File: src/rtl/fbank_pkg.sv
// Shared types and the field layout of the register bank.
// Assumes: 32-bit registers, word addressing, one row per field.
package fbank_pkg;
    localparam int DATA_W     = 32;
    localparam int NUM_REGS   = 4;
    localparam int NUM_FIELDS = 16;
    localparam int IRQ_OFF    = NUM_REGS;   // interrupt word follows the field registers

    typedef enum logic [2:0] {ACC_RO, ACC_WO, ACC_RW, ACC_WONCE, ACC_RWONCE} acc_e;
    typedef enum logic [3:0] {
        WR_PLAIN, WR_ONE_CLR, WR_ONE_SET, WR_ONE_TOG,
        WR_ZERO_CLR, WR_ZERO_SET, WR_ZERO_TOG, WR_ANY_CLR, WR_ANY_SET
    } wrule_e;
    typedef enum logic [1:0] {RD_KEEP, RD_CLR, RD_SET, RD_INV} reff_e;

    typedef struct packed {
        logic [7:0] reg_idx;
        logic [7:0] lsb;
        logic [7:0] width;
        acc_e       acc;
        wrule_e     rule;
        reff_e      reff;
    } field_t;

    localparam field_t FIELDS [NUM_FIELDS] = '{
        '{8'd0,  8'd0, 8'd8, ACC_RW,     WR_PLAIN,    RD_KEEP},
        '{8'd0,  8'd8, 8'd4, ACC_RW,     WR_ONE_CLR,  RD_KEEP},
        '{8'd0, 8'd12, 8'd4, ACC_RW,     WR_ONE_SET,  RD_KEEP},
        '{8'd0, 8'd16, 8'd4, ACC_RW,     WR_ONE_TOG,  RD_KEEP},
        '{8'd0, 8'd24, 8'd8, ACC_RO,     WR_PLAIN,    RD_KEEP},
        '{8'd1,  8'd0, 8'd8, ACC_RWONCE, WR_PLAIN,    RD_KEEP},
        '{8'd1,  8'd8, 8'd8, ACC_WONCE,  WR_PLAIN,    RD_KEEP},
        '{8'd1, 8'd16, 8'd4, ACC_RW,     WR_ZERO_CLR, RD_KEEP},
        '{8'd1, 8'd20, 8'd4, ACC_RW,     WR_ZERO_SET, RD_KEEP},
        '{8'd1, 8'd24, 8'd4, ACC_RW,     WR_ZERO_TOG, RD_KEEP},
        '{8'd2,  8'd0, 8'd8, ACC_WO,     WR_PLAIN,    RD_KEEP},
        '{8'd2,  8'd8, 8'd4, ACC_RW,     WR_ANY_CLR,  RD_KEEP},
        '{8'd2, 8'd12, 8'd4, ACC_RW,     WR_ANY_SET,  RD_KEEP},
        '{8'd2, 8'd16, 8'd8, ACC_RW,     WR_PLAIN,    RD_CLR},
        '{8'd2, 8'd24, 8'd8, ACC_RW,     WR_PLAIN,    RD_SET},
        '{8'd3,  8'd0, 8'd8, ACC_RW,     WR_PLAIN,    RD_INV}
    };

    localparam logic [DATA_W-1:0] REG_RST [NUM_REGS] = '{
        32'h00000F5A, 32'h000F2211, 32'h00A50733, 32'h0000000F
    };

    // Bit position in hw_stat of read-only field idx (sum of earlier read-only widths)
    function automatic int ro_base(int idx);
        int s = 0;
        for (int k = 0; k < idx; k++)
            if (FIELDS[k].acc == ACC_RO) s += int'(FIELDS[k].width);
        return s;
    endfunction

    localparam int RO_BITS = ro_base(NUM_FIELDS);
endpackage

File: src/rtl/fbank_field.sv
// One stored field: applies its write rule, once-only gating and read side effect.
// Assumes: read-only fields are not built with this module; write and read
// strobes are never high together (one bus transaction per cycle).
module fbank_field import fbank_pkg::*; #(
    parameter int         W    = 8,
    parameter acc_e       ACC  = ACC_RW,
    parameter wrule_e     RULE = WR_PLAIN,
    parameter reff_e      REFF = RD_KEEP,
    parameter logic [W-1:0] RST = '0
) (
    input  logic         clk,
    input  logic         rst_n,
    input  logic         wr_stb,
    input  logic         rd_stb,
    input  logic [W-1:0] wdata,
    output logic [W-1:0] fld_q,
    output logic [W-1:0] rd_val
);
    localparam bit READABLE = (ACC == ACC_RW) || (ACC == ACC_RWONCE);
    localparam bit ONCE     = (ACC == ACC_WONCE) || (ACC == ACC_RWONCE);

    logic [W-1:0] q, q_wr;
    logic         taken;

    // Value the field would take from the current write data
    always_comb begin
        case (RULE)
            WR_ONE_CLR:  q_wr = q & ~wdata;
            WR_ONE_SET:  q_wr = q | wdata;
            WR_ONE_TOG:  q_wr = q ^ wdata;
            WR_ZERO_CLR: q_wr = q & wdata;
            WR_ZERO_SET: q_wr = q | ~wdata;
            WR_ZERO_TOG: q_wr = q ^ ~wdata;
            WR_ANY_CLR:  q_wr = '0;
            WR_ANY_SET:  q_wr = '1;
            default:     q_wr = wdata;
        endcase
    end

    // Field storage: write with once-gating, else read side effect
    always_ff @(posedge clk) begin
        if (!rst_n) begin
            q     <= RST;
            taken <= 1'b0;
        end else if (wr_stb && !(ONCE && taken)) begin
            q     <= q_wr;
            taken <= 1'b1;
        end else if (rd_stb && READABLE) begin
            case (REFF)
                RD_CLR:  q <= '0;
                RD_SET:  q <= '1;
                RD_INV:  q <= ~q;
                default: q <= q;
            endcase
        end
    end

    assign fld_q  = q;
    assign rd_val = READABLE ? q : '0;
endmodule

File: src/rtl/fbank_irq.sv
// Interrupt flag word: events set flags, a read of the word clears them, set wins.
// Assumes: rd_clr is a single-cycle strobe from the address decoder.
module fbank_irq #(
    parameter int W = 8
) (
    input  logic         clk,
    input  logic         rst_n,
    input  logic [W-1:0] evt,
    input  logic         rd_clr,
    output logic [W-1:0] stat
);
    // Flag update: clear on read first, then OR in new events
    always_ff @(posedge clk) begin
        if (!rst_n) stat <= '0;
        else        stat <= (stat & ~{W{rd_clr}}) | evt;
    end
endmodule

File: src/rtl/fbank_decode.sv
// Address decode and read mux. Strobes per register; read data picked by
// comparing the address against each word address in order.
// Assumes: register r lives at word address r; entry NREG is the interrupt word.
module fbank_decode import fbank_pkg::*; #(
    parameter int ADDR_W = 4,
    parameter int NREG   = 4
) (
    input  logic              bus_sel,
    input  logic              bus_wr,
    input  logic [ADDR_W-1:0] bus_addr,
    input  logic [DATA_W-1:0] reg_rd [NREG+1],
    output logic [NREG-1:0]   wr_stb,
    output logic [NREG:0]     rd_stb,
    output logic [DATA_W-1:0] bus_rdata
);
    // Per-register write and read strobes
    always_comb begin
        for (int r = 0; r < NREG; r++)
            wr_stb[r] = bus_sel && bus_wr && (bus_addr == ADDR_W'(r));
        for (int r = 0; r <= NREG; r++)
            rd_stb[r] = bus_sel && !bus_wr && (bus_addr == ADDR_W'(r));
    end

    // Read mux: first matching word wins, no match reads zero
    always_comb begin
        logic found;
        found     = 1'b0;
        bus_rdata = '0;
        for (int r = 0; r <= NREG; r++) begin
            if (!found && bus_sel && !bus_wr && bus_addr == ADDR_W'(r)) begin
                bus_rdata = reg_rd[r];
                found     = 1'b1;
            end
        end
    end
endmodule

File: src/rtl/fbank_top.sv
// Register bank top: builds one cell per field from the package layout,
// assembles register words, and joins decode and interrupt word.
// Assumes: IRQ_W <= 32, ADDR_W wide enough to reach the interrupt word.
module fbank_top import fbank_pkg::*; #(
    parameter int ADDR_W = 4,
    parameter int IRQ_W  = 8
) (
    input  logic                       clk,
    input  logic                       rst_n,
    input  logic                       bus_sel,
    input  logic                       bus_wr,
    input  logic [ADDR_W-1:0]          bus_addr,
    input  logic [DATA_W-1:0]          bus_wdata,
    output logic [DATA_W-1:0]          bus_rdata,
    input  logic [RO_BITS-1:0]         hw_stat,
    input  logic [IRQ_W-1:0]           hw_evt,
    output logic [NUM_REGS*DATA_W-1:0] fld_out,
    output logic [IRQ_W-1:0]           irq_stat
);
    logic [NUM_REGS-1:0] wr_stb;
    logic [NUM_REGS:0]   rd_stb;
    logic [DATA_W-1:0]   fld_rd_pl [NUM_FIELDS];
    logic [DATA_W-1:0]   fld_q_pl  [NUM_FIELDS];
    logic [DATA_W-1:0]   reg_rd    [NUM_REGS+1];
    logic [DATA_W-1:0]   reg_q     [NUM_REGS];

    fbank_decode #(.ADDR_W(ADDR_W), .NREG(NUM_REGS)) u_dec (
        .bus_sel(bus_sel), .bus_wr(bus_wr), .bus_addr(bus_addr),
        .reg_rd(reg_rd), .wr_stb(wr_stb), .rd_stb(rd_stb), .bus_rdata(bus_rdata)
    );

    fbank_irq #(.W(IRQ_W)) u_irq (
        .clk(clk), .rst_n(rst_n), .evt(hw_evt), .rd_clr(rd_stb[NUM_REGS]), .stat(irq_stat)
    );

    for (genvar i = 0; i < NUM_FIELDS; i++) begin : g_fld
        localparam int RIX = int'(FIELDS[i].reg_idx);
        localparam int LSB = int'(FIELDS[i].lsb);
        localparam int W   = int'(FIELDS[i].width);
        if (FIELDS[i].acc == ACC_RO) begin : g_ro
            localparam int HB = ro_base(i);
            assign fld_rd_pl[i] = DATA_W'(hw_stat[HB +: W]) << LSB;
            assign fld_q_pl[i]  = '0;
        end else begin : g_st
            logic [W-1:0] q, rv;
            fbank_field #(
                .W(W), .ACC(FIELDS[i].acc), .RULE(FIELDS[i].rule),
                .REFF(FIELDS[i].reff), .RST(REG_RST[RIX][LSB +: W])
            ) u_fld (
                .clk(clk), .rst_n(rst_n), .wr_stb(wr_stb[RIX]), .rd_stb(rd_stb[RIX]),
                .wdata(bus_wdata[LSB +: W]), .fld_q(q), .rd_val(rv)
            );
            assign fld_rd_pl[i] = DATA_W'(rv) << LSB;
            assign fld_q_pl[i]  = DATA_W'(q) << LSB;
        end
    end

    // Assemble register words from the placed field slices
    always_comb begin
        for (int r = 0; r < NUM_REGS; r++) begin
            reg_rd[r] = '0;
            reg_q[r]  = '0;
            for (int i = 0; i < NUM_FIELDS; i++) begin
                if (int'(FIELDS[i].reg_idx) == r) begin
                    reg_rd[r] = reg_rd[r] | fld_rd_pl[i];
                    reg_q[r]  = reg_q[r] | fld_q_pl[i];
                end
            end
        end
        reg_rd[NUM_REGS] = DATA_W'(irq_stat);
    end

    for (genvar r = 0; r < NUM_REGS; r++) begin : g_out
        assign fld_out[r*DATA_W +: DATA_W] = reg_q[r];
    end
endmodule

File: config.mk
export PLATFORM = sky130hd
export DESIGN_NAME = fbank_top
export DESIGN_NICKNAME = d
export VERILOG_FILES = /design/src/rtl/fbank_pkg.sv /design/src/rtl/fbank_field.sv /design/src/rtl/fbank_irq.sv /design/src/rtl/fbank_decode.sv /design/src/rtl/fbank_top.sv
export SDC_FILE = /design/constraint.sdc
export NUM_CORES = 1
export LEC_CHECK = 0
export BUFFER_PORTS_ARGS = -buffer_cell sky130_fd_sc_hd__buf_4
export CAP_MARGIN = 20
export CELL_PAD_IN_SITES_DETAIL_PLACEMENT = 0
export CELL_PAD_IN_SITES_GLOBAL_PLACEMENT = 1
export CORE_ASPECT_RATIO = 1.4
export CORE_MARGIN = 5
export CORE_UTILIZATION = 34
export CTS_BUF_LIST = sky130_fd_sc_hd__clkbuf_4 sky130_fd_sc_hd__clkbuf_8
export DETAILED_ROUTE_END_ITERATION = 6
export GPL_ROUTABILITY_DRIVEN = 1
export PLACE_DENSITY = 0.9
export SLEW_MARGIN = 40
export SYNTH_ARGS = -nofsm -noshare
export SYNTH_HDL_FRONTEND = slang
export SYNTH_HIERARCHICAL = 1
export SYNTH_SLANG_ARGS = --single-unit
export TNS_END_PERCENT = 50
File: constraint.sdc
create_clock -name clk -period 2.6 [get_ports clk]
set_clock_uncertainty 0.15 [all_clocks]
set_input_delay 0.52 -clock clk [delete_from_list [all_inputs] [get_ports clk]]
set_output_delay 0.52 -clock clk [all_outputs]
set_load 0.01 [all_outputs]
==> flow_summary.json, run 1 <==
{
  "vias": 4277,
  "die_area_um2": 19920,
  "path_clk_slew_ns": 0.11,
  "max_stage_delay_ns": 0.51,
  "wl_met3_um": 868,
  "worst_pin_slew_ns": 0.5868,
  "initial_core_util_pct": 34.71,
  "fp.dieW_um": 120.7,
  "worstSetupStartpointType": "input pin",
  "tritoncts": "done",
  "placementRows": 56,
  "finalNonFillerCells": 941,
  "power_density_nw_per_um2": 403.8,
  "port_buffers": 182,
  "crit_top_cell": "buf_4",
  "crit_family": "buffers and inverters",
  "drtAntennaViolNets": 0,
  "syn_inst": 574,
  "cts_sinks": 92,
  "cp.required_ns": 1.93,
  "ir_drop_mv": 0.2509,
  "htree_num_levels": 3,
  "critPathMaxFanout": 13,
  "hp-class": "input pin to register",
  "hpwl_um": 11310,
  "drive_gt1_share_pct": 36.18,
  "post_cts_buffers": 0,
  "final.min_clock_period_ns": 2.492,
  "cp_slowest_cell": "mux4_2",
  "root_buffer": "clkbuf_8",
  "top_layer_used": "met4",
  "syn_area_per_cell_um2": 10.17,
  "fin_crit_sh_pct": 95.84,
  "drtIter0Drc": 123,
  "placed_cell_area_um2": 6890,
  "crit_arrival_ns": 1.82,
  "insertion_delay_ns": 0.38,
  "fin_ws_ns": 0.1082,
  "grt_pass1_wl_um": 22860,
  "routabilityCongestion": 0.7588,
  "worstSetupPathType": "input pin to output pin",
  "drv_slew": 0,
  "grt_setup_unrepaired": "false",
  "max_freq_mhz": 401.3,
  "relSlewSlack_pct": 60.88,
  "drc_errors": 0,
  "ctsHoldBuffers": 0,
  "dp.cells": 925,
  "io_pins": 224,
  "cp.buffers_inverters": 3,
  "nNetsFinal": 789,
  "p_leak_nw": 3.344,
  "stdcell_area_um2": 7077,
  "setup_tns_ns": 0,
  "crit_chain": "buf_4, buf_12, mux4_2, a22o_1, buf_4",
  "grt_max_degree": 51,
  "numCtsBuffers": 9,
  "core-area_um2": 16820,
  "grt_pass1_vias": 4145,
  "syn_area_um2": 5837,
  "status": "completed",
  "cts.repair.resized": 0,
  "firstDrtPassIters": 4,
  "antenna_found_initial": 0,
  "wl_per_cell_um": 16.11,
  "setup_viol": 0,
  "route.met2.wl_um": 8249,
  "hold_violations": 0,
  "clockBufferDepth": 2,
  "grt.overflow.total": 0,
  "syn2layout_area_growth_pct": 21.24,
  "routed_via_density": 4.545,
  "maxCapViolations": 0,
  "diodes": 0,
  "die_y_um": 165.0,
  "wl_met1_um": 5839,
  "grt_use_total_pct": 14.85,
  "yosys_warnings": 6,
  "post-place-ws_ns": 0.08135,
  "crit_path_end_kind": "output pin",
  "routed_wl_um": 15160
}
[layout by cell type (no fill, tap or decap), drive strengths merged, types with 5 or more instances in the layout]
master / instances
clkbuf: 9
dfxtp: 92
nor2b: 31
a21oi: 8
a22o: 32
buf: 200
nand3: 5
nand2b: 15
o21a: 15
nand2: 54
conb: 114
or2b: 8
o21ai: 13
mux4: 32
mux2i: 32
inv: 18
nand3b: 5
o311a: 8
[per-layer routing]
metal / global-route usage [%] / vias up
met4: 5.000 / 0
li1: - / 2077
met1: 16.78 / 2060
met3: 3.494 / 11
met5: 0 / -
met2: 27.30 / 129
[final cells by class]
cell class,instances,area (um2)
fillers,1697,9739
clock inverters,7,62.56
flip-flops and latches,92,1842
multi-input cells,417,3157
well taps,203,254.0
clock buffers,9,123.9
repair buffers,200,1589
inverters,13,48.80
[power by group]
part | switching [mW] | internal, mW | total [mW]
combinational | 0.214 | 0.220 | 0.434
clock | 0.600 | 0.370 | 0.971
sequential | 0.0204 | 1.43 | 1.45
[registers in the layout, summed over array words and instances (netlist names)]
signal / cells
g_fld.g_st.u_fld/fld_q: 82
u_irq/stat: 8
g_fld.g_st.u_fld/taken: 2
[per-stage QoR]
step           total power, mW  hold slack (ns)  util (%)
5_1_grt                  3.007           0.1505     42.08
4_1_cts                  2.901           0.1564     42.08
6_report                 2.858           0.1826     42.08
2_1_floorplan            1.808           0.3290         -
3_3_place_gp             1.913           0.2928     40.97
3_5_place_dp             1.920           0.2973     40.97
[path summary, 6_finish.rpt]
path	startpoint	to	slack, ns	cells after the start
setup / recovery	bus_addr[0]	bus_rdata[10]	0.11	5
hold reg to reg	g_fld[6].g_st.u_fld/fld_q[7]	g_fld[6].g_st.u_fld/fld_q[7]	0.31	2
hold / removal	hw_evt[7]	u_irq/stat[7]	0.18	2
setup reg to reg	g_fld[5].g_st.u_fld/taken	g_fld[5].g_st.u_fld/fld_q[3]	1.50	2
No activity file was read; power rests on OpenSTA's default activity.
==> inputs of run 2 (changes only) <==
--- a/config.mk
+++ b/config.mk
@@ -15,6 +15,7 @@
 export CTS_BUF_LIST = sky130_fd_sc_hd__clkbuf_4 sky130_fd_sc_hd__clkbuf_8
 export DETAILED_ROUTE_END_ITERATION = 6
 export GPL_ROUTABILITY_DRIVEN = 1
+export MAX_ROUTING_LAYER = met4
 export PLACE_DENSITY = 0.9
 export SLEW_MARGIN = 40
 export SYNTH_ARGS = -nofsm -noshare
==> run 2 against run 1 <==
Net effect:
- critical path depth is the same
- sequential share of layout area is the same
- maximum frequency shrank 0.36%
- clock power is essentially flat
- routed wire length shrank 0.38%
- final cell count is the same
- highest routed layer unchanged
==> flow_summary.json, run 2 (same netlist as run 1, synthesis figures left out) <==
{
  "regArea_um2": 1842,
  "crit_path_end_kind": "output pin",
  "cts_sinks": 92,
  "worst_pin_slew_ns": 0.5841,
  "post_cts_buffers": 0,
  "hp-class": "input pin to register",
  "numCtsBuffers": 9,
  "die_area_um2": 19920,
  "port_buffers": 182,
  "maxCapViolations": 0,
  "nNetsFinal": 789,
  "grt_use_total_pct": 15.27,
  "core-area_um2": 16820,
  "initial_core_util_pct": 34.71,
  "drc_errors": 0,
  "multiInputGateArea_um2": 3157,
  "antenna_found_initial": 0,
  "worstHoldStart": "hw_evt[3]",
  "fin_crit_sh_pct": 96.19,
  "setup_viol": 0,
  "clockBufferDepth": 2,
  "cp.required_ns": 1.93,
  "hold-path-endpoint": "u_irq/stat[3]",
  "max_freq_mhz": 399.9,
  "ctsHoldBuffers": 0,
  "io_pins": 224,
  "vias": 4317,
  "grt_setup_unrepaired": "false",
  "insertion_delay_ns": 0.37,
  "placed_cell_area_um2": 6890,
  "hpwl_um": 11310,
  "root_buffer": "clkbuf_8",
  "hold_depth": 2,
  "htree_num_levels": 3,
  "stdcell_area_um2": 7077,
  "status": "completed",
  "largest_reg_flops": 82,
  "drv_slew": 0,
  "diodes": 0,
  "reg2regPathDepth": 2,
  "grt_pass1_vias": 4151,
  "grt_pass1_wl_um": 22820,
  "crit_arrival_ns": 1.83,
  "syn2layout_area_growth_pct": 21.24,
  "hold_violations": 0,
  "setup_tns_ns": 0,
  "ir_drop_mv": 0.2506,
  "relSlewSlack_pct": 61.06,
  "fp.dieW_um": 120.7,
  "tritoncts": "done",
  "final.min_clock_period_ns": 2.501,
  "r2r_slack_ns": 1.51,
  "routed_wl_um": 15100,
  "critPathMaxFanout": 13,
  "rr_startpoint": "g_fld[5].g_st.u_fld/taken",
  "final_common_cell": "buf_4",
  "firstDrtPassIters": 4,
  "power_density_nw_per_um2": 404.0,
  "routed_via_density": 4.588,
  "worstSetupStartpointType": "input pin",
  "grt.overflow.total": 0,
  "drtAntennaViolNets": 0,
  "path_clk_slew_ns": 0.12,
  "cts.repair.resized": 0,
  "power_mw": 2.859,
  "placementRows": 56,
  "layout_common_cells": "buf_4, conb_1, dfxtp_1",
  "p_leak_nw": 3.344,
  "drive_gt1_share_pct": 36.18,
  "nFillCells": 1697,
  "wl_per_cell_um": 16.05,
  "drtIter0Drc": 124,
  "worstSetupPathType": "input pin to output pin",
  "worstReg2RegEnd": "g_fld[5].g_st.u_fld/fld_q[3]",
  "routabilityCongestion": 0.7688,
  "die_y_um": 165.0,
  "grt_max_degree": 51
}
==> run 2: cell counts in the layout (fill, tap and decap cells not counted) <==
Identical to the previous run, type by type.
==> run 2: layer usage <==
layer	vias to the layer above	part of all wire (%)	global-route usage, %	wire [um]
li1	2080	-	-	-
met1	2070	39	17.23	5932
met2	154	54	27.37	8212
met3	13	5.0	2.672	756
met4	0	1.3	4.948	198
met5	-	0	-	0
==> run 2: metrics by stage <==
step / util, % / instances / setup WS, ns / hold WS [ns]
floorplan: - / 684 / 0.2092 / 0.3290
global placement: 40.97 / 925 / 0.09407 / 0.2928
detailed placement: 40.97 / 925 / 0.08135 / 0.2973
CTS: 42.08 / 941 / 0.08135 / 0.1564
global route: 42.08 / 941 / 0.02524 / 0.1505
finish: 42.08 / 941 / 0.09908 / 0.1829
==> run 2: how the worst max path moves through the flow <==
stage                                         to  slack [ns]        start  cells past startpoint
global placement                   bus_rdata[10]        0.09  bus_addr[0]                      5
CTS                                bus_rdata[10]        0.08  bus_addr[0]                      5
floorplan           g_fld[0].g_st.u_fld/fld_q[1]        0.21  bus_addr[1]                      6
global route                       bus_rdata[10]        0.03  bus_addr[0]                      5
finish                             bus_rdata[10]         0.1  bus_addr[0]                      5
detailed placement                 bus_rdata[10]        0.08  bus_addr[0]                      5
==> run 2: cell type report <==
class	instances	area share, %
tap	203	3.589
clock inverter	7	0.8840
multi-input combinational	417	44.61
clock buffer	9	1.750
timing repair buffer	200	22.45
inverter	13	0.6895
sequential	92	26.03
==> run 2: where the power goes <==
group | total [mW] | leakage (nW) | internal [mW] | switching [mW]
clock network | 0.972 | 0.0931 | 0.370 | 0.602
logic | 0.434 | 2.50 | 0.220 | 0.213
registers | 1.45 | 0.746 | 1.43 | 0.0204
total | 2.86 | 3.34 | 2.02 | 0.836
==> run 2: critical path: stages <==
cell and delay, ns:
buf_4 0.22, buf_12 0.21, mux4_2 0.51, a22o_1 0.21, buf_4 0.15
==> inputs of run 3 (changes only) <==
--- a/config.mk
+++ b/config.mk
@@ -10,7 +10,6 @@
 export CELL_PAD_IN_SITES_DETAIL_PLACEMENT = 0
 export CELL_PAD_IN_SITES_GLOBAL_PLACEMENT = 1
 export CORE_ASPECT_RATIO = 1.4
-export CORE_MARGIN = 5
 export CORE_UTILIZATION = 34
 export CTS_BUF_LIST = sky130_fd_sc_hd__clkbuf_4 sky130_fd_sc_hd__clkbuf_8
 export DETAILED_ROUTE_END_ITERATION = 6
==> run 3 against run 2 <==
Net effect:
- critical path depth unchanged
- count of clock-buffer cells in the layout unchanged
- highest routed layer unchanged
- critical endpoint is now bus_rdata[8]
- clock power decreased by 2.6%
- combinational power about the same
==> flow_summary.json, run 3 (same netlist as run 1, synthesis figures left out) <==
{
  "drive_gt1_share_pct": 36.18,
  "met3_usage_pct": 2.041,
  "diodes": 0,
  "rr_startpoint": "g_fld[5].g_st.u_fld/taken",
  "grt.overflow.total": 0,
  "crit_arrival_ns": 1.82,
  "grt_pass1_wl_um": 23130,
  "io_pins": 224,
  "numCtsBuffers": 9,
  "grtUsageMet1_pct": 19.92,
  "placementRows": 56,
  "use_met2_pct": 31.45,
  "cts.repair.resized": 0,
  "power_density_nw_per_um2": 401.9,
  "crit_path_end_kind": "output pin",
  "fin_util_pct": 42.16,
  "drv_slew": 0,
  "ir_drop_mv": 0.2646,
  "max_freq_mhz": 401.2,
  "drc_errors": 0,
  "firstDrtPassIters": 6,
  "hpwl_um": 10920,
  "grt_setup_unrepaired": "false",
  "setup_viol": 0,
  "cp.required_ns": 1.93,
  "hp-class": "input pin to register",
  "core-area_um2": 16750,
  "nNetsFinal": 789,
  "cts_sinks": 92,
  "post_cts_buffers": 0,
  "fin_crit_sh_pct": 95.87,
  "final_common_cell": "buf_4",
  "hold-path-endpoint": "u_irq/stat[1]",
  "fp.dieW_um": 112.7,
  "largest_reg_flops": 82,
  "critPathMaxFanout": 30,
  "r2r_slack_ns": 1.48,
  "hold_depth": 2,
  "initial_core_util_pct": 34.86,
  "clockBufferDepth": 2,
  "final.min_clock_period_ns": 2.493,
  "setup_tns_ns": 0,
  "ctsHoldBuffers": 0,
  "die_y_um": 157.0,
  "htree_num_levels": 3,
  "routed_wl_um": 14850,
  "worstReg2RegEnd": "g_fld[5].g_st.u_fld/fld_q[6]",
  "port_buffers": 182,
  "insertion_delay_ns": 0.37,
  "drtAntennaViolNets": 0,
  "reg2regPathDepth": 2,
  "drtIter0Drc": 167,
  "vias": 4323,
  "relSlewSlack_pct": 65.21,
  "wl_per_cell_um": 15.78,
  "layout_common_cells": "buf_4, conb_1, dfxtp_1",
  "hold_violations": 0,
  "maxCapViolations": 0,
  "worstSetupStartpointType": "input pin",
  "top_usage_layer": "met2",
  "routed_via_density": 4.594,
  "routabilityCongestion": 0.7771,
  "grt_max_degree": 50,
  "antenna_found_initial": 0,
  "worst_pin_slew_ns": 0.5218,
  "grt_use_total_pct": 17.59,
  "syn2layout_area_growth_pct": 20.96,
  "grt_pass1_vias": 4163,
  "root_buffer": "clkbuf_8",
  "status": "completed",
  "p_leak_nw": 3.329,
  "tritoncts": "done",
  "worstHoldStart": "hw_evt[1]",
  "worstSetupPathType": "input pin to output pin",
  "die_area_um2": 17700,
  "path_clk_slew_ns": 0.10
}
run 3: worst max-delay path by stage:
stage	end	slack, ns	from	cells past startpoint
after floorplan	g_fld[0].g_st.u_fld/fld_q[1]	0.21	bus_addr[1]	6
after global placement	bus_rdata[12]	0.12	bus_addr[0]	5
after detailed placement	bus_rdata[11]	0.11	bus_addr[1]	5
after CTS	bus_rdata[11]	0.11	bus_addr[1]	5
after global routing	bus_rdata[9]	0.04	bus_addr[1]	5
final	bus_rdata[8]	0.11	bus_addr[1]	5
run 3: power by group:
group	switching [mW]	total, mW	internal (mW)
Sequential	0.0226	1.46	1.43
Combinational	0.212	0.435	0.223
Clock	0.586	0.947	0.361
run 3: critical path, stage by stage:
cell and delay [ns]:
buf_4 0.40, buf_4 0.24, mux4_2 0.31, a22o_1 0.20, buf_4 0.14
run 3: stage by stage:
| stage | area (um2) | total power, mW | setup slack, ns | hold slack [ns] | cells |
|---|---|---|---|---|---|
| global placement | 6878 | 1.918 | 0.1242 | 0.2940 | 925 |
| global route | 7061 | 2.969 | 0.03679 | 0.1784 | 941 |
| floorplan | 6255 | 1.808 | 0.2092 | 0.3290 | 684 |
| detailed placement | 6878 | 1.924 | 0.1069 | 0.2978 | 925 |
| CTS | 7061 | 2.879 | 0.1082 | 0.1715 | 941 |
| finish | 7061 | 2.837 | 0.1075 | 0.1963 | 941 |
run 3: final cells by class:
type	instances	area, um2
Timing Repair Buffer	200	1577
Clock buffer	9	123.9
Fill cell	1652	9686
Multi-Input combinational cell	417	3157
Tap cell	203	254.0
Sequential cell	92	1842
Clock inverter	7	58.81
Inverter	13	48.80
run 3: layer usage:
| metal | routed length (um) | share of wire, % |
|---|---|---|
| met5 | 0 | 0 |
| met1 | 5945 | 40 |
| met4 | 381 | 2.6 |
| met3 | 557 | 3.8 |
| met2 | 7963 | 54 |
